$ cat src/rtl/sched_resched_pkg.sv
package sched_resched_pkg;

  // Register addresses. Thread priorities start at THREAD_BASE.
  localparam int ADDR_CTRL   = 0;
  localparam int ADDR_BEST   = 1;
  localparam int ADDR_PEND   = 2;
  localparam int THREAD_BASE = 8;

  // Strobes from the control module to the datapath.
  typedef struct packed {
    logic wrBest;    // software write to the best-waiting register
    logic wrThread;  // software write to some thread priority register
    logic loadIdle;  // trigger: reload best-waiting with the idle value
  } dpStrobe_t;

endpackage

$ cat src/rtl/sched_resched_ctrl.sv
module sched_resched_ctrl
  import sched_resched_pkg::*;
#(
  parameter int NUM_THREADS = 8,
  parameter int ADDR_W      = 4
) (
  input  logic              clk,
  input  logic              rstN,
  input  logic              regWrEn,
  input  logic [ADDR_W-1:0] regAddr,
  input  logic              wrBit0,
  input  logic              anyWorse,
  output dpStrobe_t         strobe,
  output logic              enableQ,
  output logic              pendingQ,
  output logic              irqQ
);

  localparam logic [ADDR_W-1:0] A_CTRL   = ADDR_W'(ADDR_CTRL);
  localparam logic [ADDR_W-1:0] A_BEST   = ADDR_W'(ADDR_BEST);
  localparam logic [ADDR_W-1:0] A_PEND   = ADDR_W'(ADDR_PEND);
  localparam logic [ADDR_W-1:0] A_THR_LO = ADDR_W'(THREAD_BASE);
  localparam int               THR_HI   = THREAD_BASE + NUM_THREADS;

  logic fire;
  logic hitThread;

  assign hitThread = (regAddr >= A_THR_LO) && (int'(regAddr) < THR_HI);
  assign fire      = enableQ && anyWorse;

  always_comb begin
    strobe          = '0;
    strobe.wrBest   = regWrEn && (regAddr == A_BEST);
    strobe.wrThread = regWrEn && hitThread;
    strobe.loadIdle = fire;
  end

  always_ff @(posedge clk or negedge rstN) begin
    if (!rstN) begin
      enableQ  <= 1'b0;
      pendingQ <= 1'b0;
      irqQ     <= 1'b0;
    end else begin
      irqQ <= fire;
      if (regWrEn && (regAddr == A_CTRL)) enableQ <= wrBit0;
      if (fire) pendingQ <= 1'b1;
      else if (regWrEn && (regAddr == A_PEND) && wrBit0) pendingQ <= 1'b0;
    end
  end

  AST_NO_FIRE_DISABLED: assert property (@(posedge clk) disable iff (!rstN)
    !enableQ |=> !irqQ);
  AST_SINGLE_PULSE: assert property (@(posedge clk) disable iff (!rstN)
    irqQ |=> !irqQ);
  AST_PEND_WITH_IRQ: assert property (@(posedge clk) disable iff (!rstN)
    irqQ |-> pendingQ);

endmodule

$ cat src/rtl/sched_resched_dp.sv
module sched_resched_dp
  import sched_resched_pkg::*;
#(
  parameter int NUM_THREADS = 8,
  parameter int PRIO_W      = 9,
  parameter int ADDR_W      = 4
) (
  input  logic              clk,
  input  logic              rstN,
  input  dpStrobe_t         strobe,
  input  logic [ADDR_W-1:0] regAddr,
  input  logic [PRIO_W-1:0] wrPrio,
  input  logic              enableQ,
  input  logic              pendingQ,
  output logic              anyWorse,
  output logic [PRIO_W-1:0] rdData
);

  localparam logic [PRIO_W-1:0] IDLE_PRIO = '1;

  logic [PRIO_W-1:0]      bestQ;
  logic [PRIO_W-1:0]      prioQ [NUM_THREADS];
  logic [NUM_THREADS-1:0] wrVec;
  logic [NUM_THREADS-1:0] worseVec;

  for (genvar i = 0; i < NUM_THREADS; i++) begin : g_thr
    localparam logic [ADDR_W-1:0] MY_ADDR = ADDR_W'(THREAD_BASE + i);
    assign wrVec[i]    = strobe.wrThread && (regAddr == MY_ADDR);
    assign worseVec[i] = prioQ[i] > bestQ;   // larger value = worse
  end

  assign anyWorse = |worseVec;

  always_ff @(posedge clk or negedge rstN) begin
    if (!rstN) begin
      bestQ <= IDLE_PRIO;
      for (int i = 0; i < NUM_THREADS; i++) prioQ[i] <= '0;
    end else begin
      if (strobe.loadIdle)    bestQ <= IDLE_PRIO;  // trigger wins over software
      else if (strobe.wrBest) bestQ <= wrPrio;
      for (int i = 0; i < NUM_THREADS; i++)
        if (wrVec[i]) prioQ[i] <= wrPrio;
    end
  end

  always_comb begin
    rdData = '0;
    if (regAddr == ADDR_W'(ADDR_CTRL)) rdData = PRIO_W'(enableQ);
    if (regAddr == ADDR_W'(ADDR_BEST)) rdData = bestQ;
    if (regAddr == ADDR_W'(ADDR_PEND)) rdData = PRIO_W'(pendingQ);
    for (int i = 0; i < NUM_THREADS; i++)
      if (regAddr == ADDR_W'(THREAD_BASE + i)) rdData = prioQ[i];
  end

  AST_IDLE_AFTER_FIRE: assert property (@(posedge clk) disable iff (!rstN)
    strobe.loadIdle |=> bestQ == IDLE_PRIO);
  AST_IDLE_SILENT: assert property (@(posedge clk) disable iff (!rstN)
    bestQ == IDLE_PRIO |-> !anyWorse);
  AST_ONE_THREAD_WR: assert property (@(posedge clk) disable iff (!rstN)
    $onehot0(wrVec));

endmodule

$ cat src/rtl/sched_resched_top.sv
module sched_resched_top
  import sched_resched_pkg::*;
#(
  parameter  int NUM_THREADS = 8,
  parameter  int PRIO_W      = 9,
  localparam int ADDR_W      = $clog2(THREAD_BASE + NUM_THREADS)
) (
  input  logic              clk,
  input  logic              rstN,
  input  logic              regWrEn,
  input  logic [ADDR_W-1:0] regAddr,
  input  logic [PRIO_W-1:0] regWrData,
  output logic [PRIO_W-1:0] regRdData,
  output logic              reschedIrq,
  output logic              irqPending
);

  dpStrobe_t strobe;
  logic      enableQ;
  logic      anyWorse;

  sched_resched_ctrl #(
    .NUM_THREADS(NUM_THREADS),
    .ADDR_W     (ADDR_W)
  ) ctrl_i (
    .clk     (clk),
    .rstN    (rstN),
    .regWrEn (regWrEn),
    .regAddr (regAddr),
    .wrBit0  (regWrData[0]),
    .anyWorse(anyWorse),
    .strobe  (strobe),
    .enableQ (enableQ),
    .pendingQ(irqPending),
    .irqQ    (reschedIrq)
  );

  sched_resched_dp #(
    .NUM_THREADS(NUM_THREADS),
    .PRIO_W     (PRIO_W),
    .ADDR_W     (ADDR_W)
  ) dp_i (
    .clk     (clk),
    .rstN    (rstN),
    .strobe  (strobe),
    .regAddr (regAddr),
    .wrPrio  (regWrData),
    .enableQ (enableQ),
    .pendingQ(irqPending),
    .anyWorse(anyWorse),
    .rdData  (regRdData)
  );

endmodule

$ cat config.mk
export PLATFORM = sky130hd
export DESIGN_NAME = sched_resched_top
export DESIGN_NICKNAME = d
export VERILOG_FILES = /design/src/rtl/sched_resched_pkg.sv /design/src/rtl/sched_resched_ctrl.sv /design/src/rtl/sched_resched_dp.sv /design/src/rtl/sched_resched_top.sv
export SDC_FILE = /design/constraint.sdc
export NUM_CORES = 1
export LEC_CHECK = 0
export BUFFER_PORTS_ARGS = -buffer_cell sky130_fd_sc_hd__buf_2
export CORE_ASPECT_RATIO = 0.7
export CORE_MARGIN = 2
export CORE_UTILIZATION = 60
export DETAILED_ROUTE_END_ITERATION = 8
export PLACE_DENSITY_LB_ADDON = 0.08
export SYNTH_ARGS = -nofsm -noshare
export SYNTH_HDL_FRONTEND = slang
export SYNTH_HIERARCHICAL = 1
export SYNTH_SLANG_ARGS = --single-unit
$ cat constraint.sdc
create_clock -name clk -period 3.06 [get_ports clk]
set_input_delay 0.153 -clock clk [delete_from_list [all_inputs] [get_ports clk]]
set_output_delay 0.153 -clock clk [all_outputs]
set_load 0.01 [all_outputs]
==> impl_metrics.json, run 1 <==
{
  "die_h_um": 85.43,
  "drc_errors": 0,
  "grt_pass1_wl_um": 26030,
  "avgViaCountPerCell": 6.669,
  "grt_pass1_vias": 4526,
  "num-fill-cells": 739,
  "regToRegStartpoint": "dp_i/bestQ[8]",
  "wire_per_inst_um": 23.22,
  "fmax_mhz": 349.9,
  "grt_antenna_before_repair": 0,
  "row_count": 29,
  "synth_area_leaders": "dfrtp_1 (33%), ha_1 (16%), mux2_2 (14%)",
  "synth_area_leader_cell": "dfrtp_1",
  "die_x_um": 120.3,
  "core_area_um2": 9144,
  "power_frac_comb": 0.422,
  "hpwl_um": 12190,
  "ant_nets": 0,
  "area_delta_synth_final_pct": 10.28,
  "wirelength_um": 16400,
  "gp_congestion": 0.9598,
  "rrSetupSlack_ps": 200,
  "crit_start": "dp_i/bestQ[8]",
  "dieArea_um2": 10280,
  "whs_ps": -21.76,
  "dr.first_iter.drc_count": 350,
  "synth_seq_cells": 84,
  "ys_seq_area_frac": 0.3719,
  "total_leakage_power_nw": 2.945,
  "slew_headroom": 0.2860,
  "antenna_cells": 0,
  "grt_max_degree": 85,
  "synth_top_area_share": 0.3303,
  "end_kind": "register",
  "yosys_most_used_dff": "dfrtp_1",
  "syn-cell-area_um2": 5683,
  "ys_warn_count": 6,
  "yosys.cell_types.count": 60,
  "cp-start-kind": "register",
  "cts.sinks": 84,
  "rsz0062_at_grt": "false",
  "grt_overflow": 0,
  "clk_path_buf_depth": 2,
  "cap_violations": 0,
  "clock_skew_ps": 3.583,
  "crit_fanout": 9,
  "worstMarginPinSlew_ps": 1071,
  "synth.net_count": 636,
  "hold_path.class": "in -> async",
  "synth_cells": 548,
  "nNetsFinal": 665,
  "total_power_w": 0.004658,
  "final_cell_mix": "dfrtp_1 (75), ha_1 (72), mux2_2 (70)",
  "fin_ws_ps": 202.2,
  "cp.required_ps": 3320,
  "final_common_cell": "dfrtp_1",
  "p_sw_frac": 0.3924,
  "drive_gt1_frac": 0.2509,
  "cts_root_buffer": "clkbuf_16",
  "period_needed_ps": 2858,
  "pwr-share-seq": 0.359,
  "switchingPower_w": 0.001828,
  "io_pins": 27,
  "cp.arrival_ps": 3120,
  "dr.pass1.iters": 6,
  "regArea_um2": 2113,
  "setup_tns_ps": 0,
  "clock_latency_ps": 340,
  "pwr-share-clk": 0.219,
  "path_clk_slew_ps": 60,
  "avgSynthCellArea_um2": 10.37,
  "cts_buffers": 9,
  "cts_tree": "yes",
  "status": "finished with violations",
  "pre_cts_slack_ps": 162.9,
  "crit_type": "reg -> reg",
  "start_util": 0.6215,
  "port_buffers": 26,
  "maxSlewViolCount": 0,
  "violations": "negative hold slack",
  "max-vdd-ir-drop_mv": 0.4303,
  "setup-violations-final": 0,
  "grt.total_usage": 0.3415,
  "synth-edff-count": 0,
  "utilization": 0.6854,
  "ys_async_sr_fraction": 1.000,
  "hold_viol_final": 17,
  "vias": 4708,
  "period_share": 0.9339,
  "htreeDepth": 3,
  "multiInputGateArea_um2": 3413,
  "p_int_w": 0.002830,
  "powerDensity_nw_per_um2": 743.2
}
Yosys cell counts (all sizes together), types with 3 or more instances:
library cell,instances
dfrtp,75
ha,72
mux2,71
nand2,48
o21ai,41
a21oi,37
inv,25
o211ai,22
nor2,17
nor2b,13
nand4,12
buf,11
nor3,11
dfstp,9
nand3,8
o21a,8
clkbuf,7
a211oi,6
nand2b,6
a22o,5
mux2i,3
what timing repair did:
item / 4_1_cts / 5_1_grt
setup endpoints to repair: 0 / 8
setup buffers: 0 / 0
resized for setup: 0 / 4
hold buffers: 0 / 0
per-stage QoR:
| step | cells | cell area [µm²] | hold WS, ps |
|---|---|---|---|
| finish | 706 | 6267 | -21.76 |
| global route | 706 | 6267 | 78.37 |
| global placement | 690 | 5968 | 393.8 |
| CTS | 706 | 6248 | 30.78 |
| detailed placement | 690 | 5968 | 408.2 |
| floorplan | 548 | 5683 | -142.6 |
routing by layer:
layer  global-route usage  wire length (µm)
met1               0.5199              8011
met2               0.4768              6694
met3              0.08132              1318
met4               0.1131               371
met5                    0                 0
cells by family (layout without fill, tap and decap cells):
family,Yosys count,in the layout,share of synthesized area
adders and majority gates,72,72,0.1585
DFF,84,84,0.3719
buffers and inverters,44,78,0.03170
AOI/OAI and AO/OA,143,143,0.1601
and+or+nand+nor,129,129,0.1240
muxes,76,76,0.1539
final cells by class:
| cell class | instances | area share |
|---|---|---|
| multi-input cells | 420 | 0.5446 |
| well taps | 124 | 0.02476 |
| flip-flops and latches | 84 | 0.3372 |
| clock inverters | 5 | 0.005989 |
| inverters | 26 | 0.01557 |
| clock buffers | 11 | 0.03873 |
| repair buffers | 36 | 0.03314 |
power groups by stage:
stage	Combinational, W	Clock [W]	Sequential, W
final	0.00197	0.00102	0.00167
after global routing	0.00218	0.00108	0.00169
after CTS	0.00188	0.00104	0.00166
after detailed placement	0.00187	0	0.00167
after global placement	0.00181	0	0.00166
after floorplan	0.00133	0	0.00157
worst max-delay path: stages, from the launching register on:
cell and delay, ps:
dfstp_2 520, inv_1 50, buf_4 180, ha_1 340, a222oi_1 400, o211ai_1 150
o311a_1 200, nor4b_4 290, nand4_1 130, and2_1 180, clkinv_1 190, o211ai_1 130
final timing paths:
check	cells after the start	end
min	1	dp_i/prioQ[21]
min in group clk	3	dp_i/bestQ[2]
min reg2reg	1	dp_i/prioQ[9]
max in group asynchronous	1	dp_i/prioQ[6]
max	11	dp_i/bestQ[5]
max reg2reg	11	dp_i/bestQ[5]
state kept, by name, indices dropped and copies added, names as in the netlist:
name,flops
dp_i/bestQ,9
ctrl_i/pendingQ,1
dp_i/prioQ,72
ctrl_i/enableQ,1
ctrl_i/irqQ,1
Power figures use the tool's default switching activity.
==> run 2, diff against run 1 <==
--- a/config.mk
+++ b/config.mk
@@ -8,7 +8,7 @@
 export BUFFER_PORTS_ARGS = -buffer_cell sky130_fd_sc_hd__buf_2
 export CORE_ASPECT_RATIO = 0.7
 export CORE_MARGIN = 2
-export CORE_UTILIZATION = 60
+export CORE_UTILIZATION = 62
 export DETAILED_ROUTE_END_ITERATION = 8
 export PLACE_DENSITY_LB_ADDON = 0.08
 export SYNTH_ARGS = -nofsm -noshare
==> constraint.sdc (replaced) <==
create_clock -name clk -period 3.06 [get_ports clk]
set_input_delay 0.153 -clock clk [delete_from_list [all_inputs] [get_ports clk]]
set_output_delay 0.153 -clock clk [all_outputs]
set_load 0.02 [all_outputs]
==> run 2 against run 1 <==
The run still ends with negative hold slack left; sequential share of layout area shrank 0.25 points; core utilization grew 1.6 points; first-iteration DRC count grew 22%; wire length grew 7.8%; sequential power is essentially flat; sequential cell count is the same; die area shrank 3.1%; non-clock buffer count is the same; power grew 5.2%; fmax shrank 3.5%; register-to-register slack lost 100 ps; combinational power grew 3%; critical path type unchanged; critical endpoint is now dp_i/bestQ[4]; largest cell class unchanged; highest routed layer unchanged.
==> impl_metrics.json, run 2 (synthesis gave the netlist of run 1 again) <==
{
  "setup_tns_ps": 0,
  "cts_root_buffer": "clkbuf_16",
  "io_pins": 27,
  "clock_latency_ps": 340,
  "die_x_um": 118.4,
  "fin_ws_ps": 99.01,
  "drive_gt1_frac": 0.2526,
  "final_cell_mix": "dfrtp_1 (75), ha_1 (72), mux2_2 (70)",
  "grt_max_degree": 85,
  "hpwl_um": 12850,
  "pre_cts_slack_ps": 123.0,
  "wirelength_um": 17670,
  "grt_pass1_vias": 4547,
  "period_share": 0.9676,
  "dieArea_um2": 9960,
  "power_frac_comb": 0.412,
  "cts_tree": "yes",
  "start_util": 0.6315,
  "hold_buffers": 0,
  "cp.arrival_ps": 3220,
  "p_int_w": 0.003003,
  "p_sw_frac": 0.3871,
  "die_h_um": 84.10,
  "cts.sinks": 84,
  "core_area_um2": 8999,
  "max-vdd-ir-drop_mv": 0.4070,
  "hold_path.class": "in -> async",
  "cp-start-kind": "register",
  "path_clk_slew_ps": 60,
  "grt.total_usage": 0.3690,
  "wire_per_inst_um": 25.03,
  "drc_errors": 0,
  "clock_skew_ps": 5.001,
  "fmax_mhz": 337.7,
  "dr.first_iter.drc_count": 427,
  "avgViaCountPerCell": 6.717,
  "grt_overflow": 0,
  "hold_viol_final": 7,
  "reg.largest.list": "dp_i/prioQ x72, dp_i/bestQ x9",
  "port_buffers": 26,
  "clk_path_buf_depth": 2,
  "setup-violations-final": 0,
  "whs_ps": -24.09,
  "dr.pass1.iters": 5,
  "period_needed_ps": 2961,
  "status": "finished with violations",
  "slew_headroom": 0.2694,
  "pwr-share-seq": 0.344,
  "cap_violations": 0,
  "total_power_w": 0.004900,
  "area_delta_synth_final_pct": 11.10,
  "htreeDepth": 3,
  "cts_buffers": 9,
  "nNetsFinal": 666,
  "utilization": 0.7016,
  "end_kind": "register",
  "row_count": 29,
  "crit_fanout": 9,
  "gp_congestion": 0.9362,
  "rsz0062_at_grt": "false",
  "largest-register": "dp_i/prioQ",
  "switchingPower_w": 0.001897,
  "largest_reg_flops": 72,
  "pwr-share-clk": 0.244,
  "grt_pass1_wl_um": 26840,
  "vias": 4742,
  "worstMarginPinSlew_ps": 1096,
  "powerDensity_nw_per_um2": 776.1,
  "antenna_cells": 0,
  "maxSlewViolCount": 0,
  "violations": "negative hold slack",
  "total_leakage_power_nw": 2.961,
  "grt_antenna_before_repair": 1,
  "crit_type": "reg -> reg",
  "cp.required_ps": 3320,
  "final_common_cell": "dfrtp_1",
  "ant_nets": 0
}
run 2: changes by cell type in the layout (fill, tap and decap cells not counted), sizes merged:
cell	before	now
clkbuf	11	12
clkinv	4	0
bufinv	0	2
inv	25	26
run 2: layer usage:
metal | GRT usage | up-vias | part of all wire
li1 | - | 2119 | -
met3 | 0.1387 | 38 | 0.12
met4 | 0.1331 | 0 | 0.025
met2 | 0.5297 | 240 | 0.43
met5 | 0 | - | 0
met1 | 0.5133 | 2345 | 0.43
run 2: per-stage QoR:
| step | instance area (µm²) | cells |
|---|---|---|
| 6_report | 6314 | 706 |
| 5_1_grt | 6314 | 706 |
| 4_1_cts | 6294 | 705 |
| 3_5_place_dp | 5968 | 690 |
| 3_3_place_gp | 5968 | 690 |
| 2_1_floorplan | 5683 | 548 |
run 2: power groups by stage:
stage          Clock, W  Combinational (W)  Sequential (W)
3_3_place_gp          0            0.00185         0.00167
4_1_cts         0.00122            0.00195         0.00167
3_5_place_dp          0            0.00194         0.00169
6_report        0.00120            0.00202         0.00168
2_1_floorplan         0            0.00134         0.00158
5_1_grt         0.00126            0.00224         0.00171
run 2: worst paths after layout:
kind,from,to,slack [ps],cells after the start
worst min register to register,dp_i/prioQ[18],dp_i/prioQ[18],540,1
worst max-delay path,dp_i/bestQ[1],dp_i/bestQ[4],100,11
worst max register to register,dp_i/bestQ[1],dp_i/bestQ[4],100,11
max in group asynchronous,rstN,dp_i/prioQ[32],2340,1
worst min-delay path,rstN,dp_i/prioQ[28],-20,1
min in group clk,regWrData[6],dp_i/bestQ[6],200,3
run 2: final cells by class:
cell class                      count  area [µm²]
Clock buffer                       12       256.5
Clock inverter                      3       68.82
Fill cell                         701        2685
Inverter                           26       101.3
Multi-Input combinational cell    420        3406
Sequential cell                    84        2113
Tap cell                          124       155.1
Timing Repair Buffer               36       207.7
Timing Repair inverter              1       5.005
run 2: timing repair:
action,CTS,global route
endpoints found under the setup margin,0,8
buffers inserted,0,0
endpoints found under the hold margin,0,0
gates resized for setup,0,5
run 2: worst max-delay path, stage by stage, from the launching register on:
cell and delay [ps]:
dfstp_2 530, inv_1 290, ha_1 430, nor2b_1 130
o21a_1 120, o21a_1 110, o21ai_0 80, a2111o_1 450
nand4_1 110, and2_1 240, clkinvlp_2 240, o211ai_1 140
==> run 3, diff against run 2 <==
--- a/config.mk
+++ b/config.mk
@@ -11,6 +11,7 @@
 export CORE_UTILIZATION = 62
 export DETAILED_ROUTE_END_ITERATION = 8
 export PLACE_DENSITY_LB_ADDON = 0.08
+export RECOVER_POWER = 100
 export SYNTH_ARGS = -nofsm -noshare
 export SYNTH_HDL_FRONTEND = slang
 export SYNTH_HIERARCHICAL = 1
==> run 3 against run 2 <==
Highest routed layer unchanged; sequential power hardly changed; core utilization is 0.92 points lower; the flow finishes with violations (max-capacitance violations, max-slew violations); clock skew is 1.5 ps higher; critical path depth stayed put; fmax is 0.36% higher; non-clock buffer count stayed put.
==> impl_metrics.json, run 3 (synthesis gave the netlist of run 1 again) <==
{
  "dr.first_iter.drc_count": 413,
  "final_cell_mix": "dfrtp_1 (75), ha_1 (72), mux2_2 (70)",
  "status": "finished with violations",
  "setup-violations-final": 0,
  "maxSlewViolCount": 107,
  "dr.pass1.iters": 8,
  "area_delta_synth_final_pct": 9.643,
  "cap_violations": 3,
  "clock_latency_ps": 340,
  "cts_buffers": 9,
  "grt_overflow": 0,
  "vias": 4768,
  "wirelength_um": 17710,
  "wire_per_inst_um": 25.08,
  "drc_errors": 0,
  "grt_pass1_wl_um": 26840,
  "reg.largest.list": "dp_i/prioQ x72, dp_i/bestQ x9",
  "grt_pass1_vias": 4547,
  "die_h_um": 84.10,
  "period_share": 0.9642,
  "slew_headroom": -0.4338,
  "path_clk_slew_ps": 60,
  "cts_root_buffer": "clkbuf_16",
  "fmax_mhz": 338.9,
  "ant_nets": 0,
  "hpwl_um": 12850,
  "final_common_cell": "dfrtp_1",
  "nNetsFinal": 666,
  "largest-register": "dp_i/prioQ",
  "setup_tns_ps": 0,
  "core_area_um2": 8999,
  "crit_start": "dp_i/bestQ[1]",
  "cts.sinks": 84,
  "dp.cells": 690,
  "total_power_w": 0.004892,
  "regToRegStartpoint": "dp_i/bestQ[1]",
  "grt_max_degree": 85,
  "grt_antenna_before_repair": 1,
  "cp.required_ps": 3320,
  "total_leakage_power_nw": 2.889,
  "crit_fanout": 9,
  "row_count": 29,
  "end_kind": "register",
  "hold_viol_final": 0,
  "dieArea_um2": 9960,
  "pre_cts_slack_ps": 123.0,
  "hold_start": "regWrData[6]",
  "start_util": 0.6315,
  "io_pins": 27,
  "worstMarginPinSlew_ps": 2151,
  "cp.arrival_ps": 3210,
  "crit_type": "reg -> reg",
  "rsz0062_at_grt": "false",
  "gp_congestion": 0.9362,
  "period_needed_ps": 2950,
  "hold_path.class": "in -> reg",
  "num-fill-cells": 723,
  "largest_reg_flops": 72,
  "drive_gt1_frac": 0.2182,
  "clk_path_buf_depth": 2,
  "grt.total_usage": 0.3690,
  "final_cell_count_no_fill": 706,
  "violations": "max-capacitance violations, max-slew violations",
  "powerDensity_nw_per_um2": 785.1,
  "die_x_um": 118.4,
  "htreeDepth": 3,
  "antenna_cells": 0,
  "cts_tree": "yes",
  "max-vdd-ir-drop_mv": 0.4065,
  "fin_ws_ps": 109.7,
  "rrSetupSlack_ps": 110,
  "avgViaCountPerCell": 6.754,
  "cp-start-kind": "register",
  "port_buffers": 26,
  "clock_skew_ps": 6.476
}
## run 3: path summary, 6_finish.rpt
check | to | cells after the start
max in group asynchronous | dp_i/prioQ[32] | 1
min in group asynchronous | dp_i/prioQ[28] | 1
setup / recovery | dp_i/bestQ[4] | 11
hold reg to reg | dp_i/prioQ[18] | 1
setup reg to reg | dp_i/bestQ[4] | 11
hold / removal | dp_i/bestQ[6] | 3
## run 3: report_power, final
| group | leakage [nW] | switching [W] | total [W] | internal (W) |
|---|---|---|---|---|
| Clock | 0.159 | 0.000441 | 0.00120 | 0.000759 |
| Sequential | 1.05 | 0.000276 | 0.00168 | 0.00141 |
| Combinational | 1.68 | 0.00118 | 0.00201 | 0.000827 |
| Total | 2.89 | 0.00190 | 0.00489 | 0.00299 |
## run 3: repair_timing
item,in CTS,in global routing
endpoints found under the setup margin,0,8
setup buffers,0,0
gates resized for setup,0,5
hold buffers,0,0
## run 3: metrics by stage
stage | util | instance area [µm²] | hold slack [ps]
3_5_place_dp | 0.6632 | 5968 | 406.8
6_report | 0.6924 | 6231 | 196.7
4_1_cts | 0.6994 | 6294 | 46.66
5_1_grt | 0.6924 | 6231 | 198.0
2_1_floorplan | - | 5683 | -142.6
3_3_place_gp | 0.6632 | 5968 | 382.3
## run 3: worst max-delay path, cell delays in order, from the launching register on
cell and delay [ps]:
dfstp_2 530, inv_1 280, ha_1 430, nor2b_1 130, o21a_1 120, o21a_1 110
o21ai_0 90, a2111o_1 450, nand4_1 110, and2_1 250, clkinvlp_2 230, o211ai_1 130
## run 3: area by class of cell
cell class	instances	area [µm²]	share of cell area
Clock buffer	12	256.5	0.04116
Clock inverter	3	68.82	0.01104
Inverter	26	101.3	0.01627
Multi-Input combinational cell	420	3343	0.5365
Sequential cell	84	2113	0.3392
Tap cell	124	155.1	0.02490
Timing Repair Buffer	36	187.7	0.03012
Timing Repair inverter	1	5.005	0.0008032
## run 3: metal layers
layer / GRT usage / part of all wire / wire (µm) / vias up
met5: 0 / 0 / 0 / -
li1: - / - / - / 2114
met1: 0.5133 / 0.43 / 7546 / 2346
met4: 0.1331 / 0.032 / 561 / 0
met2: 0.5297 / 0.43 / 7621 / 261
met3: 0.1387 / 0.11 / 1979 / 47
